<file path="config.mk">
export PLATFORM = sky130hd
export DESIGN_NAME = spi_pair_decoder
export DESIGN_NICKNAME = d
export VERILOG_FILES = /design/src/rtl/spi_pair_pkg.sv /design/src/rtl/spi_pair_track.sv /design/src/rtl/cmd_queue.sv /design/src/rtl/status_pack.sv /design/src/rtl/spi_pair_decoder.sv
export SDC_FILE = /design/constraint.sdc
export NUM_CORES = 2
export LEC_CHECK = 0
export BUFFER_PORTS_ARGS = -buffer_cell sky130_fd_sc_hd__buf_2
export CAP_MARGIN = 20
export CORE_ASPECT_RATIO = 0.6
export CORE_MARGIN = 4
export CORE_UTILIZATION = 34
export DETAILED_ROUTE_END_ITERATION = 16
export GPL_ROUTABILITY_DRIVEN = 0
export PLACE_DENSITY_LB_ADDON = 0.15
export SLEW_MARGIN = 20
export SYNTH_ARGS = -nofsm -noshare
export SYNTH_HDL_FRONTEND = slang
export SYNTH_SLANG_ARGS = --single-unit
</file>
<file path="constraint.sdc">
create_clock -name clk_i -period 11.35 [get_ports clk_i]
set_input_delay 1.7025 -clock clk_i [delete_from_list [all_inputs] [get_ports clk_i]]
set_output_delay 1.7025 -clock clk_i [all_outputs]
set_load 0.03 [all_outputs]
</file>
<file path="src/rtl/spi_pair_pkg.sv">
package spi_pair_pkg;
  localparam int ADDR_W    = 30;
  localparam int DATA_W    = 32;
  localparam int BANK_LSB  = 20;
  localparam int BANK_W    = ADDR_W - BANK_LSB;
  localparam int FILL_W    = 7;
  localparam int EXT_W     = 16;
  localparam logic [1:0] CMD_WRITE = 2'b00;

  typedef struct packed {
    logic [ADDR_W-1:0] addr;
    logic [DATA_W-1:0] data;
  } wr_entry_t;
endpackage

</file>
<file path="src/rtl/spi_pair_track.sv">
module spi_pair_track
  import spi_pair_pkg::*;
(
  input  logic        clk_i,
  input  logic        rst_ni,
  input  logic        ss_active_i,
  input  logic        word_valid_i,
  input  logic [31:0] word_i,
  output logic        phase_o,
  output logic        push_o,
  output wr_entry_t   entry_o
);
  logic              phase_q;
  logic [1:0]        cmd_q;
  logic [ADDR_W-1:0] addr_q;
  logic              word_ok, is_write, is_poll;

  assign word_ok = word_valid_i & ss_active_i;

  always_ff @(posedge clk_i or negedge rst_ni) begin
    if (!rst_ni) begin
      phase_q <= 1'b0;
      cmd_q   <= 2'b11;
      addr_q  <= '0;
    end else if (!ss_active_i) begin
      phase_q <= 1'b0;
    end else if (word_ok) begin
      phase_q <= ~phase_q;
      if (!phase_q) begin
        cmd_q  <= word_i[31:30];
        addr_q <= word_i[ADDR_W-1:0];
      end
    end
  end

  assign is_write = (cmd_q == CMD_WRITE);
  // word granularity: byte lanes inside word 0 still count as the poll address
  assign is_poll  = (addr_q[ADDR_W-1:2] == '0);

  assign push_o  = word_ok & phase_q & is_write & ~is_poll;
  assign phase_o = phase_q;
  assign entry_o = '{addr: {addr_q[ADDR_W-1:2], 2'b00}, data: word_i};

  a_r6_ss_idle: assert property (@(posedge clk_i) disable iff (!rst_ni)
    !ss_active_i |=> !phase_q);
  a_r2_phase_toggle: assert property (@(posedge clk_i) disable iff (!rst_ni)
    word_ok |=> (phase_q != $past(phase_q)));
  a_r2_phase_hold: assert property (@(posedge clk_i) disable iff (!rst_ni)
    (ss_active_i && !word_valid_i) |=> $stable(phase_q));
endmodule

</file>
<file path="src/rtl/cmd_queue.sv">
module cmd_queue
  import spi_pair_pkg::*;
#(
  parameter int DEPTH = 64,
  localparam int AW    = (DEPTH > 1) ? $clog2(DEPTH) : 1,
  localparam int CNT_W = $clog2(DEPTH + 1)
) (
  input  logic             clk_i,
  input  logic             rst_ni,
  input  logic             push_i,
  input  wr_entry_t        entry_i,
  input  logic             pop_i,
  output wr_entry_t        head_o,
  output logic             valid_o,
  output logic [CNT_W-1:0] count_o,
  output logic             overflow_o
);
  wr_entry_t        mem_q [DEPTH];
  logic [AW-1:0]    wr_ptr_q, rd_ptr_q;
  logic [CNT_W-1:0] count_q;
  logic             ovf_q;
  logic             full, empty, push_ok, pop_ok;

  assign full    = (count_q == CNT_W'(DEPTH));
  assign empty   = (count_q == '0);
  assign pop_ok  = pop_i & ~empty;
  // a same-cycle pop frees the slot the push needs
  assign push_ok = push_i & (~full | pop_ok);

  function automatic logic [AW-1:0] nxt(input logic [AW-1:0] p);
    return (p == AW'(DEPTH - 1)) ? '0 : p + AW'(1);
  endfunction

  always_ff @(posedge clk_i) begin
    if (push_ok) mem_q[wr_ptr_q] <= entry_i;
  end

  always_ff @(posedge clk_i or negedge rst_ni) begin
    if (!rst_ni) begin
      wr_ptr_q <= '0;
      rd_ptr_q <= '0;
      count_q  <= '0;
      ovf_q    <= 1'b0;
    end else begin
      if (push_ok) wr_ptr_q <= nxt(wr_ptr_q);
      if (pop_ok)  rd_ptr_q <= nxt(rd_ptr_q);
      case ({push_ok, pop_ok})
        2'b10:   count_q <= count_q + CNT_W'(1);
        2'b01:   count_q <= count_q - CNT_W'(1);
        default: count_q <= count_q;
      endcase
      if (push_i && !push_ok) ovf_q <= 1'b1;
    end
  end

  assign head_o     = mem_q[rd_ptr_q];
  assign valid_o    = ~empty;
  assign count_o    = count_q;
  assign overflow_o = ovf_q;

  a_r10_cnt_bound: assert property (@(posedge clk_i) disable iff (!rst_ni)
    count_q <= CNT_W'(DEPTH));
  a_r10_ovf_sticky: assert property (@(posedge clk_i) disable iff (!rst_ni)
    ovf_q |=> ovf_q);
  a_r10_full_drop: assert property (@(posedge clk_i) disable iff (!rst_ni)
    (push_i && !pop_i && full) |=> (ovf_q && count_q == CNT_W'(DEPTH)));
  a_r11_push_pop_steady: assert property (@(posedge clk_i) disable iff (!rst_ni)
    (push_i && pop_i && !empty) |=> $stable(count_q));
  a_r9_pop_empty: assert property (@(posedge clk_i) disable iff (!rst_ni)
    (pop_i && !push_i && empty) |=> (count_q == '0));
endmodule

</file>
<file path="src/rtl/status_pack.sv">
module status_pack
  import spi_pair_pkg::*;
#(
  parameter int         CNT_W       = 7,
  parameter logic [3:0] PLATFORM_ID = 4'h3,
  parameter logic [3:0] VERSION     = 4'h2
) (
  input  logic             phase_i,
  input  logic [CNT_W-1:0] count_i,
  input  logic [EXT_W-1:0] ext_i,
  output logic [31:0]      status_o
);
  logic [FILL_W-1:0] fill;

  generate
    if (CNT_W > FILL_W) begin : g_sat
      assign fill = (count_i > CNT_W'({FILL_W{1'b1}})) ? {FILL_W{1'b1}}
                                                        : count_i[FILL_W-1:0];
    end else begin : g_ext
      assign fill = FILL_W'(count_i);
    end
  endgenerate

  assign status_o = {phase_i, fill, ext_i, PLATFORM_ID, VERSION};
endmodule

</file>
<file path="src/rtl/spi_pair_decoder.sv">
module spi_pair_decoder
  import spi_pair_pkg::*;
#(
  parameter int         DEPTH       = 64,
  parameter logic [3:0] PLATFORM_ID = 4'h3,
  parameter logic [3:0] VERSION     = 4'h2,
  localparam int        CNT_W       = $clog2(DEPTH + 1)
) (
  input  logic              clk_i,
  input  logic              rst_ni,
  input  logic              ss_active_i,
  input  logic              word_valid_i,
  input  logic [31:0]       word_i,
  input  logic [EXT_W-1:0]  ext_status_i,
  output logic [31:0]       status_o,
  input  logic              pop_i,
  output logic              q_valid_o,
  output logic [BANK_W-1:0] q_bank_o,
  output logic [BANK_LSB-1:0] q_offset_o,
  output logic [DATA_W-1:0] q_data_o,
  output logic              overflow_o
);
  logic             phase, push;
  wr_entry_t        entry, head;
  logic [CNT_W-1:0] count;

  spi_pair_track u_track (
    .clk_i        (clk_i),
    .rst_ni       (rst_ni),
    .ss_active_i  (ss_active_i),
    .word_valid_i (word_valid_i),
    .word_i       (word_i),
    .phase_o      (phase),
    .push_o       (push),
    .entry_o      (entry)
  );

  cmd_queue #(.DEPTH(DEPTH)) u_queue (
    .clk_i      (clk_i),
    .rst_ni     (rst_ni),
    .push_i     (push),
    .entry_i    (entry),
    .pop_i      (pop_i),
    .head_o     (head),
    .valid_o    (q_valid_o),
    .count_o    (count),
    .overflow_o (overflow_o)
  );

  status_pack #(.CNT_W(CNT_W), .PLATFORM_ID(PLATFORM_ID), .VERSION(VERSION)) u_status (
    .phase_i  (phase),
    .count_i  (count),
    .ext_i    (ext_status_i),
    .status_o (status_o)
  );

  assign q_bank_o   = head.addr[ADDR_W-1:BANK_LSB];
  assign q_offset_o = head.addr[BANK_LSB-1:0];
  assign q_data_o   = head.data;

  a_r3_aligned_head: assert property (@(posedge clk_i) disable iff (!rst_ni)
    q_valid_o |-> (q_offset_o[1:0] == 2'b00));
  a_r4_no_poll_entry: assert property (@(posedge clk_i) disable iff (!rst_ni)
    q_valid_o |-> ({q_bank_o, q_offset_o[BANK_LSB-1:2]} != '0));
endmodule

</file>
# Word-level counts from Yosys, hierarchy flattened
# Memory sizes are Yosys's and may differ from the RTL's.
# Index checks and enable logic that the tools add are counted.
# word_totals
reg_bits	53
latchBits	0
ramBits	3840
romBits	0
output_inout_bits	96
elab_cells	43
n_memories	1
# classes
add_sub_neg	4
mul	0
n_div	0
order_cmp	0
n_eq_ne	6
shift	0
n_mux	7
bitwise	11
reduce_logical	7
# memory_table
name	depth	width	read_ports	rd_clocked_by_memory_dff	write_ports	line	text
u_queue.mem_q	64	60	1	0	1	cmd_queue.sv:18	wr_entry_t mem_q [DEPTH];
# op_table
cell	count
logical NOT 28 bit	1
one-hot mux 7 bit (2 select lines)	1
adder 6 x 1 -> 6 bit, second input constant	2
== test 6 bit, second input constant	2
2-to-1 mux 6 bit	2
adder 7 x 1 -> 7 bit, second input constant	1
== test 7 bit, second input constant	1
logical NOT 7 bit	1
subtractor 7 x 1 -> 7 bit, second input constant	1
AND 1 bit	6
2-to-1 mux 1 bit	4
inverter 1 bit	4
AND reduction 3 bit	1
== test 2 x 1 -> 1 bit, second input constant	1
== test 2 bit, second input constant	1
logical NOT 2 bit	1
!= test 2 x 1 -> 1 bit, second input constant	1
nonzero test 2 bit	1
logical AND 1 bit	1
logical NOT 1 bit	1
bitwise OR 1 bit	1

# Longest topological paths before layout
# depth
ltp_word	7
depth_mapped	12

# Hierarchy
# From an unflattened synthesis, not the netlist that was laid out.
# unflattened
cells_unflattened	6640
area_unflattened_um2	153085.6
# modules_own_cells
module	instances	cells_each	area_per_inst_um2	seq_area_each_um2
cmd_queue	1	6492	151207.5	119654.8
spi_pair_track	1	114	1630.3	778.2
status_pack	1	34	247.7	0.0

# Worst setup path before layout
# No wires, ideal clock.
# synth_timing
path_kind	input to register
from	input port ss_active_i
to	memory u_queue.mem_q[39][0] (netlist name), enable pin
t_arrival_ns	5.284
setup_slack_ns	5.588
path_stages	6
n_path_buf	1
path_cell_list	nand2_1 nor3_1 o211a_1 buf_1 nand4_1 nor2_1
# synth_between
elab_chain_cells	7
# synth_lines
item	line	text
start: declaration	spi_pair_decoder.sv:11	input logic ss_active_i,
AND 1 bit	spi_pair_track.sv:18	assign word_ok = word_valid_i & ss_active_i;
AND 1 bit (3 in series)	spi_pair_track.sv:40	assign push_o = word_ok & phase_q & is_write & ~is_poll;
AND 1 bit	cmd_queue.sv:28	assign push_ok = push_i & (~full | pop_ok);
2-to-1 mux 1 bit	cmd_queue.sv:35	if (push_ok) mem_q[wr_ptr_q] <= entry_i;
2-to-1 mux 1 bit (implied by the code)	cmd_queue.sv:35	
end: declaration	cmd_queue.sv:18	
# No other way between the ends.

# Final worst setup path
# layout_timing
from	register u_queue.rd_ptr_q[2]
to	output port q_data_o[22]
# layout_between
elab_chain_cells	1
# layout_lines
item	line	text
start: declaration	cmd_queue.sv:19	logic [AW-1:0] wr_ptr_q, rd_ptr_q;
start signal: assignment	cmd_queue.sv:46	if (pop_ok) rd_ptr_q <= nxt(rd_ptr_q);
memory (64 x 60 bit)	n/a	
end: declaration	spi_pair_decoder.sv:20	output logic [DATA_W-1:0] q_data_o,
# No other way between the ends.

==> impl_summary.txt <==
----------------------------------------------------
[Setup path]
  Worst setup SP type ... flop
  Critical path, cell by cell ... buf_4 -> buf_12 -> buf_12 -> mux4_2 -> mux2i_1 -> mux2i_1 -> a21oi_1 -> o31ai_2 -> buf_2
  Crit path largest cell delay ... between 0.6 and 0.7 ns
  Data arrival time of the worst path ... approximately 5.5 ns
  Type of element capturing the critical path ... output pin
  Critical path data required time ... between 9 and 10 ns
  CP Buf/Inv Count ... 4
  Category of cells accounting for the largest share of critical-path delay ... buffers and inverters
  Critical setup path kind ... reg2out
  Largest fanout on the critical path ... 110
  Cell with the largest stage delay on the worst path ... sky130_fd_sc_hd__mux2i_1

[Final layout]
  # fillers ... slightly below 40000
  Ratio of cells with drive above 1 in the final layout ... about 28%
  Post-layout nets ... between 6000 and 7000
  Area occupied by registers ... around 120000 um2
  Area of the multi-input gates ... 30500 um2
  Area growth from synthesis to final layout ... 14.0%
  Filler-free cell count of the finished design ... 12830

[Logic synthesis]
  Proportion of register bits with asynchronous set or reset after synthesis ... under 10%
  Mean cell area of the mapped netlist ... around 23 um2
  Share of the yosys chip area belonging to registers ... between 70 and 80%
  Most instantiated cells after synthesis ... sky130_fd_sc_hd__edfxtp_1 (3840), sky130_fd_sc_hd__mux4_2 (913), sky130_fd_sc_hd__mux2i_1 (356)
  Compound-Gate Fraction of Synth Area ... between 2 and 3%
  Simple-Gate Fraction of Synth Area ... less than 1%
  Area share of the leading cell type in the synthesized netlist ... 77.6%
  Number of standard cells after synthesis ... approximately 6400
  YS warnings ... 0
  Parity-gate share of the synthesized area counting xor and xnor cells ... 0.0531%
  Seq cells post-synth ... 3891
  Library cell occupying the most area in the post-synthesis netlist ... sky130_fd_sc_hd__edfxtp_1
  Fraction of the mapped netlist area in adder cells ... 0.0809%
  Cell types occupying the most area after synthesis ... sky130_fd_sc_hd__edfxtp_1 (78%), sky130_fd_sc_hd__mux4_2 (14%), sky130_fd_sc_hd__mux2i_1 (2.4%)
  Largest family of logic cells by synthesized area ... multiplexers
  Post-synth EDFFs ... between 3000 and 4000
  Number of different library cells in the post-synthesis netlist ... 58
  Post-synth design cell area ... around 150000 um2
  Main synth FF type ... sky130_fd_sc_hd__edfxtp_1
  Mux share of post-synthesis cell area ... roughly 17%
  Dominant cell by count in the synthesized netlist ... sky130_fd_sc_hd__edfxtp_1

[Pwr]
  Maximum resistive drop on vdd ... approximately 0.26 mV
  Power per cell area ... about 240 nW/um2
  Part of the total power dissipated in sequential elements ... roughly two fifths
  Internal power ... about 28 mW
  Switch Pwr ... about 13 mW
  Power share of the combinational group ... 29.1%
  Switching power as a share of total power ... roughly a third
  Share of total power in the clock network ... just over 30%
  Overall Power ... just over 40 mW
  Leakage power of the design ... 52.5 nW

[Worst hold path]
  Class of the tightest hold or removal check ... reg2reg

[Placed design]
  PortBufs ... approximately 110
  Total instance count after detailed placement ... between 10000 and 15000
  Final HPWL from detailed placement ... about 260000 um

[Flow run]
  MaxCap Viol Count ... 0

[Route]
  Via density per instance ... 5.59
  Remaining design rule violation count ... 0
  Total wire length ... between 400000 and 500000 um
  Antenna Nets Post-Route ... 0
  Average wire per cell in the routed design ... about 35 um
  Drt initial violations ... 9369
  DR vias ... approximately 70000
  Number of optimization iterations in the first detailed-route pass ... 6

[STA]
  Min Tclk post-route ... 7.15 ns
  F_max ... 140 MHz
  Period Utilization, post-route ... 63.0%
  Unrepaired setup endpoints after global routing ... no
  Slew margin rel. ... 22.7%
  Final Max Tran Viols ... 0
  Worst Clk Skew ... roughly 0.083 ns
  Post-route setup TNS ... 0 ns
  Final Setup Violations ... 0
  Transition at the pin with the smallest max-transition slack ... between 1 and 1.5 ns
  Hold Violations, Final ... 0
  Worst hold slack across all endpoints ... around 0.49 ns

[Clocking]
  TritonCTS Buffers ... between 300 and 400
  Clock sink count ... around 3900
  Clock tree from TritonCTS ... built
  Quantity of hold-fixing buffers added after cts ... 0
  CTS root buf ... sky130_fd_sc_hd__clkbuf_16
  Setup Fix Bufs, Post-CTS ... 0
  Post-cts repair resize count ... 0
  H-tree lvl count ... 5
  Post-CTS clock slew at the launch and capture registers of the worst setup and hold paths ... 0.06 ns
  Clock network latency to the later pin of the worst-skew pair ... between 0.9 and 1 ns
  Clock Tree Buf Depth ... 4

[Global route]
  Global-route wire length before repair ... ~620000 um
  Vias in the first global route ... 71350
  Maximum number of pins on one net before global-route repair ... 129
  Overall overflow remaining after global route ... 0
  Number of antenna violations at the first check in global routing ... 43
  Overall Global Routing Usage ... about a fifth

[Floorplanning]
  CORE AREA ... between 400000 and 500000 um2
  Total number of placement rows ... ~190
  Die area ... about 450000 um2
  Initial cell density of the core ... between 30% and 40%
  Vertical extent of the die ... 520 um
  Die Width ... roughly 860 um
  I/O pins ... between 100 and 150

[Run status]
  Result of the run ... finished, final reports clean

----------------------------------------------------
worst register-to-register path: cells and delay by family (launching register included):
| kind | cells | cell delay, ns |
|---|---|---|
| DFF | 1 | 0.34 |
| buffers and inverters | 3 | 1.61 |
| AOI/OAI and AO/OA | 1 | 0.59 |
| and+or+nand+nor | 4 | 2.58 |
power groups by stage:
stage / clock [mW] / sequential [mW] / combinational, mW
2_1_floorplan: 0 / 16.8 / 7.55
3_3_place_gp: 0 / 16.8 / 12.1
3_5_place_dp: 0 / 16.8 / 12.2
4_1_cts: 12.9 / 16.5 / 12.2
5_1_grt: 13.5 / 16.5 / 12.6
6_report: 12.6 / 16.5 / 12.0
flip-flops by register name, indices dropped and copies added, names as in the netlist:
name	count
u_queue.mem_q	3840
u_track.addr_q	28
u_queue.count_o	7
u_queue.rd_ptr_q	6
u_queue.wr_ptr_q	6
u_track.cmd_q	2
u_queue.overflow_o	1
u_track.phase_o	1
cell usage in the layout, fill, tap and decap left out, types with 65 or more instances in the layout:
cell type / synthesis / final
sky130_fd_sc_hd__a22o_1: 109 / 109
sky130_fd_sc_hd__buf_2: 129 / 101
sky130_fd_sc_hd__buf_4: 60 / 232
sky130_fd_sc_hd__clkbuf_1: 153 / 77
sky130_fd_sc_hd__clkbuf_16: 0 / 372
sky130_fd_sc_hd__clkinv_1: 0 / 74
sky130_fd_sc_hd__edfxtp_1: 3840 / 3840
sky130_fd_sc_hd__mux2i_1: 356 / 354
sky130_fd_sc_hd__mux4_2: 913 / 913
sky130_fd_sc_hd__nor2_4: 0 / 65
kinds of logic (layout without fill, tap and decap cells):
group,count (synthesis),count (layout)
muxes,1303,1303
DFF,3891,3891
and+or+nand+nor,261,261
other,2,20
AOI/OAI and AO/OA,521,521
buffers and inverters,409,1052
adders and majority gates,9,9
xor gates and xnor gates,9,9
final timing paths:
path / start / to / slack (ns) / depth (start not counted)
max: u_queue.rd_ptr_q[2] / q_data_o[22] / 4.20 / 9
min: u_queue.overflow_o / u_queue.overflow_o / 0.49 / 1
max reg2reg: u_track.addr_q[9] / u_queue.mem_q[6][15] / 5.81 / 8
min reg2reg: u_queue.overflow_o / u_queue.overflow_o / 0.49 / 1
max in group asynchronous: rst_ni / u_queue.rd_ptr_q[3] / 9.45 / 2
min in group asynchronous: rst_ni / u_queue.wr_ptr_q[1] / 0.84 / 1
metal layers:
metal	global-route usage, %	wire length, um	share of wire [%]
met1	31.4	215000	47
met2	29.3	200000	44
met3	3.20	32500	7.1
met4	3.68	8230	1.8
met5	0	34	0.0075
layout make-up:
type	instances	share of cell area, %
antenna	10	0.0148
clock buffer	459	5.75
clock inverter	208	1.36
inverter	24	0.0532
multi-input combinational	2113	18.0
sequential	3891	68.9
tap	5764	4.26
timing repair buffer	361	1.64
stage by stage:
| stage | worst slack [ns] | utilization (%) | instance area [um2] |
|---|---|---|---|
| final | 4.20 | 39.0 | 169000 |
| after global placement | 4.62 | 36.2 | 157000 |
| after global routing | 3.84 | 39.0 | 169000 |
| after detailed placement | 4.54 | 36.2 | 157000 |
| after CTS | 3.94 | 39.0 | 169000 |
| after floorplan | 5.59 | - | 149000 |
Power figures use the tool's default switching activity.
